$ cat src/rtl/spdt_pkg.sv
package spdt_pkg;

    typedef enum logic {
        SW_OFF = 1'b0,
        SW_ON  = 1'b1
    } sw_state_e;

    // Bit order matters: the top indexes contacts by these positions.
    typedef struct packed {
        logic mk;   // make contact, active low
        logic bk;   // break contact, active low
    } contact_s;

    localparam int IDX_MK = 1;
    localparam int IDX_BK = 0;
    localparam logic [1:0] REST_LEVELS = 2'b10;  // make high, break low at rest

    function automatic logic fall_plain(input logic h1, input logic cur);
        return h1 & ~cur;
    endfunction

    function automatic logic fall_confirmed(input logic h2, input logic h1, input logic cur);
        return h2 & ~h1 & ~cur;
    endfunction

    function automatic logic both_closed(input contact_s c);
        return ~c.mk & ~c.bk;
    endfunction

endpackage

$ cat src/rtl/spdt_sync.sv
module spdt_sync #(
    parameter int              WIDTH   = 2,
    parameter logic [WIDTH-1:0] RST_VAL = '0
) (
    input  logic             clk,
    input  logic             rst,
    input  logic [WIDTH-1:0] d,
    output logic [WIDTH-1:0] q
);
    logic [WIDTH-1:0] stage1;

    always_ff @(posedge clk) begin
        if (rst) begin
            stage1 <= RST_VAL;
            q      <= RST_VAL;
        end else begin
            stage1 <= d;
            q      <= stage1;
        end
    end
endmodule

$ cat src/rtl/spdt_tick.sv
module spdt_tick #(
    parameter int PERIOD = 100000
) (
    input  logic clk,
    input  logic rst,
    output logic tick
);
    localparam int CW = (PERIOD > 1) ? $clog2(PERIOD) : 1;
    localparam logic [CW-1:0] LAST = CW'(PERIOD - 1);

    logic [CW-1:0] cnt;

    assign tick = (cnt == LAST);

    always_ff @(posedge clk) begin
        if (rst)       cnt <= '0;
        else if (tick) cnt <= '0;
        else           cnt <= cnt + 1'b1;
    end
endmodule

$ cat src/rtl/spdt_edge.sv
module spdt_edge
    import spdt_pkg::*;
#(
    parameter bit RST_LVL = 1'b1,
    parameter bit CONFIRM = 1'b0
) (
    input  logic clk,
    input  logic rst,
    input  logic tick,
    input  logic level,
    output logic fall
);
    logic h1;

    always_ff @(posedge clk) begin
        if (rst)       h1 <= RST_LVL;
        else if (tick) h1 <= level;
    end

    generate
        if (CONFIRM) begin : g_confirm
            logic h2;
            always_ff @(posedge clk) begin
                if (rst)       h2 <= RST_LVL;
                else if (tick) h2 <= h1;
            end
            assign fall = tick & fall_confirmed(h2, h1, level);
        end else begin : g_plain
            assign fall = tick & fall_plain(h1, level);
        end
    endgenerate
endmodule

$ cat src/rtl/spdt_debounce.sv
module spdt_debounce
    import spdt_pkg::*;
#(
    parameter int TICK_CYCLES = 100000,
    parameter bit CONFIRM     = 1'b0
) (
    input  logic clk,
    input  logic rst,
    input  logic make_n,
    input  logic break_n,
    output logic sw_active,
    output logic press_pulse,
    output logic release_pulse
);
    contact_s   raw;
    contact_s   lvl_sync;
    logic       tick;
    logic [1:0] fall;
    sw_state_e  state;

    assign raw.mk = make_n;
    assign raw.bk = break_n;

    spdt_sync #(.WIDTH(2), .RST_VAL(REST_LEVELS)) u_sync (
        .clk (clk),
        .rst (rst),
        .d   (raw),
        .q   (lvl_sync)
    );

    spdt_tick #(.PERIOD(TICK_CYCLES)) u_tick (
        .clk  (clk),
        .rst  (rst),
        .tick (tick)
    );

    for (genvar i = 0; i < 2; i++) begin : g_contact
        spdt_edge #(.RST_LVL(REST_LEVELS[i]), .CONFIRM(CONFIRM)) u_edge (
            .clk   (clk),
            .rst   (rst),
            .tick  (tick),
            .level (lvl_sync[i]),
            .fall  (fall[i])
        );
    end

    always_ff @(posedge clk) begin
        if (rst) begin
            state         <= SW_OFF;
            press_pulse   <= 1'b0;
            release_pulse <= 1'b0;
        end else begin
            press_pulse   <= 1'b0;
            release_pulse <= 1'b0;
            if (tick && !both_closed(lvl_sync)) begin
                unique case (state)
                    SW_OFF: if (fall[IDX_MK]) begin
                        state       <= SW_ON;
                        press_pulse <= 1'b1;
                    end
                    SW_ON: if (fall[IDX_BK]) begin
                        state         <= SW_OFF;
                        release_pulse <= 1'b1;
                    end
                    default: state <= SW_OFF;
                endcase
            end
        end
    end

    assign sw_active = (state == SW_ON);
endmodule

$ cat config.mk
export PLATFORM = sky130hd
export DESIGN_NAME = spdt_debounce
export DESIGN_NICKNAME = d
export VERILOG_FILES = /design/src/rtl/spdt_pkg.sv /design/src/rtl/spdt_sync.sv /design/src/rtl/spdt_tick.sv /design/src/rtl/spdt_edge.sv /design/src/rtl/spdt_debounce.sv
export SDC_FILE = /design/constraint.sdc
export NUM_CORES = 1
export LEC_CHECK = 0
export BUFFER_PORTS_ARGS = -buffer_cell sky130_fd_sc_hd__buf_2
export CAP_MARGIN = 15
export CORE_UTILIZATION = 50
export CTS_BUF_LIST = sky130_fd_sc_hd__clkbuf_8 sky130_fd_sc_hd__clkbuf_16
export DETAILED_ROUTE_END_ITERATION = 10
export HOLD_SLACK_MARGIN = 0.02
export PLACE_DENSITY = 0.74
export SKIP_LAST_GASP = 1
export SLEW_MARGIN = 20
export SYNTH_ARGS = -nofsm -noshare
export SYNTH_HDL_FRONTEND = slang
export SYNTH_SLANG_ARGS = --single-unit
$ cat constraint.sdc
create_clock -name clk -period 1.6 [get_ports clk]
set_input_delay 0.32 -clock clk [delete_from_list [all_inputs] [get_ports clk]]
set_output_delay 0.32 -clock clk [all_outputs]
set_load 0.02 [all_outputs]
==> reports/qor.csv, run 1 <==
metric;value;unit
leakage power;0.000459;uW
setup slack at placement;0.0593;ns
switching power;222;uW
Antenna Nets Post-Route;0;
Cell Area, Placed;1160;um2
initial antenna violation count;0;
global-route total usage across every layer;16.2;%
vias in the first global route;698;
I/O pins;7;
final setup fails;0;
cell count after synthesis;110;
clock latency at the later pin of the worst-skew pair;0.26;ns
syn_nets;115;
CTS Hold Bufs;0;
Initial DRC Count;8;
DIE AREA;2390;um2
Slew Limit Fails;0;
drt first pass iters;3;
TritonCTS clock tree;built;
synth unique cells;35;
Sw Share;18.1;%
Post-synth EDFFs;0;
synth warn;0;
Remaining Overflow, GRT;0;
total power;1230;uW
ANT cells;0;
clock buffer count from CTS;3;
worst path arrival time;1.70;ns
pin count of the biggest net entering global routing;16;
Bufs on Longest Clock Path;2;
CP required;1.80;ns
Max rail drop VDD;0.572;mV
root buf cell;clkbuf_8;
Clock H-tree levels;1;
port bufs;6;
Synth-to-Final Area Change;12.5;%
ys async rst share;0;%
Syn Area/Cell;9.99;um2
Largest delay share family, worst path;simple AND/OR/NAND/NOR gates;
register share of total power;54.3;%
Max FO, Critical Path;4;
nets@finish;125;
final hold slack;0.232;ns
number of vias after detailed routing;789;
Detailed Route WL;1.78;mm
WS Path Type;reg2reg;
Starting Density;54.3;%
type of element capturing the critical path;register;
Comb pwr share;2.7;%
slowest stage cell on the critical path;dfxtp_1;
f_max;667;MHz
share of layout cells above drive strength 1;21.8;%
DRC;0;
first-pass GRT wire length;3.08;mm
Final min period;1.50;ns
Final Worst Setup Slack;0.101;ns
Final Wtd Congestion;0.891;
status;finished clean;
cell area after synthesis;1100;um2
Clock power frac;43.0;%
Final HPWL DP;1.32;mm
Pint;1010;uW
Max-slew headroom;73.1;%
clock slew at reported path FFs;0.09;ns
Worst Clk Skew;0.00327;ns
period utilization;93.7;%
# rows;16;
RSZ-0062 raised after global routing;false;
endpoints failing hold;0;
critical path startpoint category;register;
FILL cells;168;
peak per-stage delay on the critical path;0.39;ns
worst slew pin tran;0.403;ns
die width;48.9;um
Synth Register Bits;26;
routed len/inst;12.2;um
die height;48.9;um
number of vias per cell;5.40;
final instance area;1240;um2
CORE AREA;2020;um2
register area share after synthesis;47.4;%
hold crit path type;in2reg;
# clock sinks;26;
critical path cell sequence;ha_1 -> and4_2 -> nand2_2 -> or3_1 -> a21oi_1;
Pwr Density;993;nW/um2
max-capacitance violation count;0;
Post-synth top flop;dfxtp_1;
Setup TNS;0;ns
WP buf/inv;0;
[cell families (layout without fill, tap and decap cells)]
family	after synthesis	count (layout)	share of synthesized area, %
AOI/OAI and AO/OA	5	5	3.53
xor gates and xnor gates	13	13	10.4
adders and majority gates	1	1	1.14
buffers and inverters	4	13	2.05
DFF	26	26	47.4
muxes	2	2	1.82
and+or+nand+nor	59	59	33.7
[metal layers]
metal	up-vias	share of wire, %	GRT usage, %
met5	-	0	0
met4	0	0.62	4.41
met3	2	2.1	3.74
met2	8	46	24.8
met1	369	51	22.8
li1	410	-	-
[what timing repair did]
| item | in CTS | in global routing |
|---|---|---|
| buffers inserted | 0 | 0 |
| endpoints found under the setup margin | 0 | 15 |
| resized for setup | 0 | 2 |
[cell usage after synthesis, types with 3 or more instances]
library cell	number	area [um2]
nand4_1	5	31.3
xor2_1	6	52.6
nand2_1	5	18.8
nand3_1	5	25.0
and4_1	3	26.3
xnor2_1	7	61.3
nor2_1	17	63.8
nor3_1	3	15.0
dfxtp_1	26	521
[state kept, by name (all words and copies together), names as in the netlist]
| name | cells |
|---|---|
| u_tick.cnt | 17 |
| u_sync.q | 2 |
| press_pulse | 1 |
| g_contact.u_edge.h1 | 2 |
| release_pulse | 1 |
| u_sync.stage1 | 2 |
| sw_active | 1 |
[worst register-to-register path: cells and delay by family (launching register included)]
family	cells	cell delay, ns
adders and majority gates	1	0.19
DFF	1	0.39
and+or+nand+nor	3	0.71
AOI/OAI and AO/OA	1	0.14
[cell usage in the layout, fill, tap and decap left out, types with 2 or more instances in the layout]
cell type  count
nor4_1         2
nor2b_1        2
nor2_1        17
xnor2_1        7
nand4_1        5
or2_2          2
nor3_1         3
mux2i_1        2
dfxtp_1       26
xor2_1         6
buf_4          2
nand3_1        5
and4bb_2       2
clkbuf_8       3
buf_2          6
and4_1         2
nand2_1        5
[power groups by stage]
stage,combinational (uW),clock [uW],sequential (uW)
2_1_floorplan,24.7,0,680
3_3_place_gp,32.7,0,681
5_1_grt,37.3,568,669
3_5_place_dp,32.4,0,682
6_report,32.7,528,667
4_1_cts,32.6,547,667
[metrics by stage]
step	utilization [%]	cells
global route	61.1	146
global placement	57.3	142
CTS	60.8	146
floorplan	-	110
detailed placement	57.3	142
finish	61.1	146
[area by class of cell]
type | instances | area, um2 | share of cell area [%]
multi-input cells | 80 | 562 | 45.4
flip-flops and latches | 26 | 520 | 42.1
repair buffers | 8 | 45.0 | 3.64
clock buffers | 3 | 41.3 | 3.34
well taps | 27 | 33.8 | 2.73
clock inverters | 1 | 30.0 | 2.43
inverters | 1 | 3.75 | 0.304
[path summary, 6_finish.rpt]
kind | cells after the start | endpoint | slack (ns) | from
setup reg to reg | 5 | u_tick.cnt[16]$_SDFF_PP0_ | 0.10 | u_tick.cnt[0]$_SDFF_PP0_
hold reg to reg | 1 | u_sync.q[1]$_SDFF_PP1_ | 0.42 | u_sync.stage1[1]$_SDFF_PP1_
setup / recovery | 5 | u_tick.cnt[16]$_SDFF_PP0_ | 0.10 | u_tick.cnt[0]$_SDFF_PP0_
hold / removal | 2 | u_sync.stage1[1]$_SDFF_PP1_ | 0.23 | make_n
Note: power is estimated with default switching activity, not from simulation.
==> inputs of run 2 (changes only) <==
--- a/config.mk
+++ b/config.mk
@@ -7,11 +7,15 @@
 export LEC_CHECK = 0
 export BUFFER_PORTS_ARGS = -buffer_cell sky130_fd_sc_hd__buf_2
 export CAP_MARGIN = 15
-export CORE_UTILIZATION = 50
+export CELL_PAD_IN_SITES_DETAIL_PLACEMENT = 0
+export CELL_PAD_IN_SITES_GLOBAL_PLACEMENT = 1
+export CORE_ASPECT_RATIO = 1.75
+export CORE_UTILIZATION = 40
 export CTS_BUF_LIST = sky130_fd_sc_hd__clkbuf_8 sky130_fd_sc_hd__clkbuf_16
 export DETAILED_ROUTE_END_ITERATION = 10
+export GPL_ROUTABILITY_DRIVEN = 0
 export HOLD_SLACK_MARGIN = 0.02
-export PLACE_DENSITY = 0.74
+export PLACE_DENSITY = 0.75
 export SKIP_LAST_GASP = 1
 export SLEW_MARGIN = 20
 export SYNTH_ARGS = -nofsm -noshare
==> run 2 against run 1 <==
Net effect: clock power up 3%; sequential share of layout area is 0.65 points lower; clock-buffer cell count stayed put; sequential cell count is the same; hold slack got worse by 0.012 ns; cell area increased by 1.8%; die area is 24% higher; worst setup slack worse by 0.0034 ns; critical path depth is the same; via count increased by 4.2%; first-iteration DRC count grew 88%.
==> reports/qor.csv, run 2 (synthesis gave the netlist of run 1 again) <==
metric;value;unit;change
vias in the first global route;851;;was 698
RSZ-0062 raised after global routing;true;;was false
leakage power;0.000474;uW;was 0.000459 uW
CTS Hold Bufs;0;;unchanged
Starting Density;43.0;%;was 54.3%
# rows;24;;was 16
f_max;666;MHz;was 667 MHz
final hold slack;0.220;ns;was 0.232 ns
global-route total usage across every layer;16.6;%;was 16.2%
Post-CTS Setup Bufs;0;;unchanged
initial antenna violation count;0;;unchanged
worst slew pin tran;0.429;ns;was 0.403 ns
die height;71.3;um;was 48.9 um
die width;41.6;um;was 48.9 um
worst hold stages;2;;unchanged
Max FO, Critical Path;6;;was 4
peak per-stage delay on the critical path;0.38;ns;was 0.39 ns
Pwr Density;991;nW/um2;was 993 nW/um2
Setup TNS;0;ns;unchanged
most common cell after layout, fill and taps aside;dfxtp_1;;unchanged
drt first pass iters;4;;was 3
TritonCTS clock tree;built;;unchanged
clock slew at reported path FFs;0.09;ns;about the same
DRC;0;;unchanged
number of vias after detailed routing;822;;was 789
Remaining Overflow, GRT;0;;unchanged
WS Path Type;reg2reg;;unchanged
Layout Cells excl Fill;148;;was 146
FILL cells;225;;was 168
Worst Clk Skew;0.00876;ns;was 0.00327 ns
final setup fails;0;;unchanged
period utilization;93.9;%;was 93.7%
CORE AREA;2550;um2;was 2020 um2
Slew Limit Fails;0;;unchanged
Antenna Nets Post-Route;0;;unchanged
# clock sinks;26;;unchanged
most frequent cells in the layout;dfxtp_1 (25), nor2_1 (17), xnor2_1 (7);;was dfxtp_1 (26), nor2_1 (17), xnor2_1 (7)
Max-slew headroom;71.3;%;was 73.1%
clock latency at the later pin of the worst-skew pair;0.28;ns;was 0.26 ns
Bufs on Longest Clock Path;2;;unchanged
Final HPWL DP;1.64;mm;was 1.32 mm
critical path depth in cells;5;;unchanged
max-capacitance violation count;0;;unchanged
DIE AREA;2970;um2;was 2390 um2
slowest stage cell on the critical path;dfxtp_1;;unchanged
root buf cell;clkbuf_8;;unchanged
dpl cells;144;;was 142
CP required;1.81;ns;was 1.80 ns
first-pass GRT wire length;3.73;mm;was 3.08 mm
ANT cells;0;;unchanged
worst path arrival time;1.71;ns;was 1.70 ns
Largest Register;u_tick.cnt;;unchanged
WP buf/inv;0;;unchanged
Largest delay share family, worst path;simple AND/OR/NAND/NOR gates;;unchanged
endpoints failing hold;0;;unchanged
routed len/inst;14.4;um;was 12.2 um
critical path startpoint category;register;;unchanged
status;finished clean;;unchanged
utilization after layout;49.3;%;was 61.1%
hold crit path type;in2reg;;unchanged
number of vias per cell;5.55;;was 5.40
reg2reg path depth;5;;unchanged
type of element capturing the critical path;register;;unchanged
Detailed Route WL;2.14;mm;was 1.78 mm
clock buffer count from CTS;3;;unchanged
I/O pins;7;;unchanged
pin count of the biggest net entering global routing;16;;unchanged
critical path cell sequence;ha_1 -> and4_2 -> nand2_2 -> or3_1 -> a21oi_1;;unchanged
Final min period;1.50;ns;about the same
nets@finish;128;;was 125
Max rail drop VDD;0.637;mV;was 0.572 mV
share of layout cells above drive strength 1;24.6;%;was 21.8%
Synth-to-Final Area Change;14.6;%;was 12.5%
Largest register FFs;17;;unchanged
Clock H-tree levels;1;;unchanged
port bufs;6;;unchanged
Initial DRC Count;15;;was 8
[run 2: changes by cell type in the layout (fill, tap and decap cells not counted), sizes merged]
cell,before,now
buf,8,11
[run 2: path summary, 6_finish.rpt]
kind	slack, ns	to	startpoint
hold / removal	0.22	u_sync.stage1[1]$_SDFF_PP1_	make_n
hold reg to reg	0.43	u_sync.q[1]$_SDFF_PP1_	u_sync.stage1[1]$_SDFF_PP1_
setup / recovery	0.1	u_tick.cnt[16]$_SDFF_PP0_	u_tick.cnt[0]$_SDFF_PP0_
setup reg to reg	0.1	u_tick.cnt[16]$_SDFF_PP0_	u_tick.cnt[0]$_SDFF_PP0_
[run 2: timing repair]
| action | 4_1_cts | 5_1_grt |
|---|---|---|
| gates resized for setup | 1 | 2 |
| hold endpoints to repair | 0 | 0 |
| setup endpoints to repair | 13 | 18 |
[run 2: power breakdown]
part	switching, uW	total (uW)	internal [uW]
Clock	208	544	335
Combinational	21.1	37.0	15.9
Sequential	9.17	667	658
Total	239	1250	1010
[run 2: metrics by stage]
stage	instance area, um2	total power, uW	setup WS (ns)
global route	1260	1290	-0.0198
floorplan	1100	704	0.114
global placement	1180	718	0.0493
detailed placement	1180	719	-0.0138
finish	1260	1250	0.0980
CTS	1260	1260	0.0511
[run 2: final cells by class]
class                           instances  area [um2]  share of cell area [%]
Inverter                                1        3.75                   0.298
Timing Repair Buffer                   11        67.6                    5.37
Multi-Input combinational cell         80         562                    44.6
Clock buffer                            3        41.3                    3.28
Sequential cell                        26         522                    41.5
Tap cell                               26        32.5                    2.58
Clock inverter                          1        30.0                    2.39
[run 2: metal layers]
metal	wire length [um]	vias to the layer above	GRT usage (%)
met5	0	-	0
met4	58	0	9.68
met3	37	5	2.27
met2	1260	10	33.0
met1	783	396	15.2
li1	-	411	-
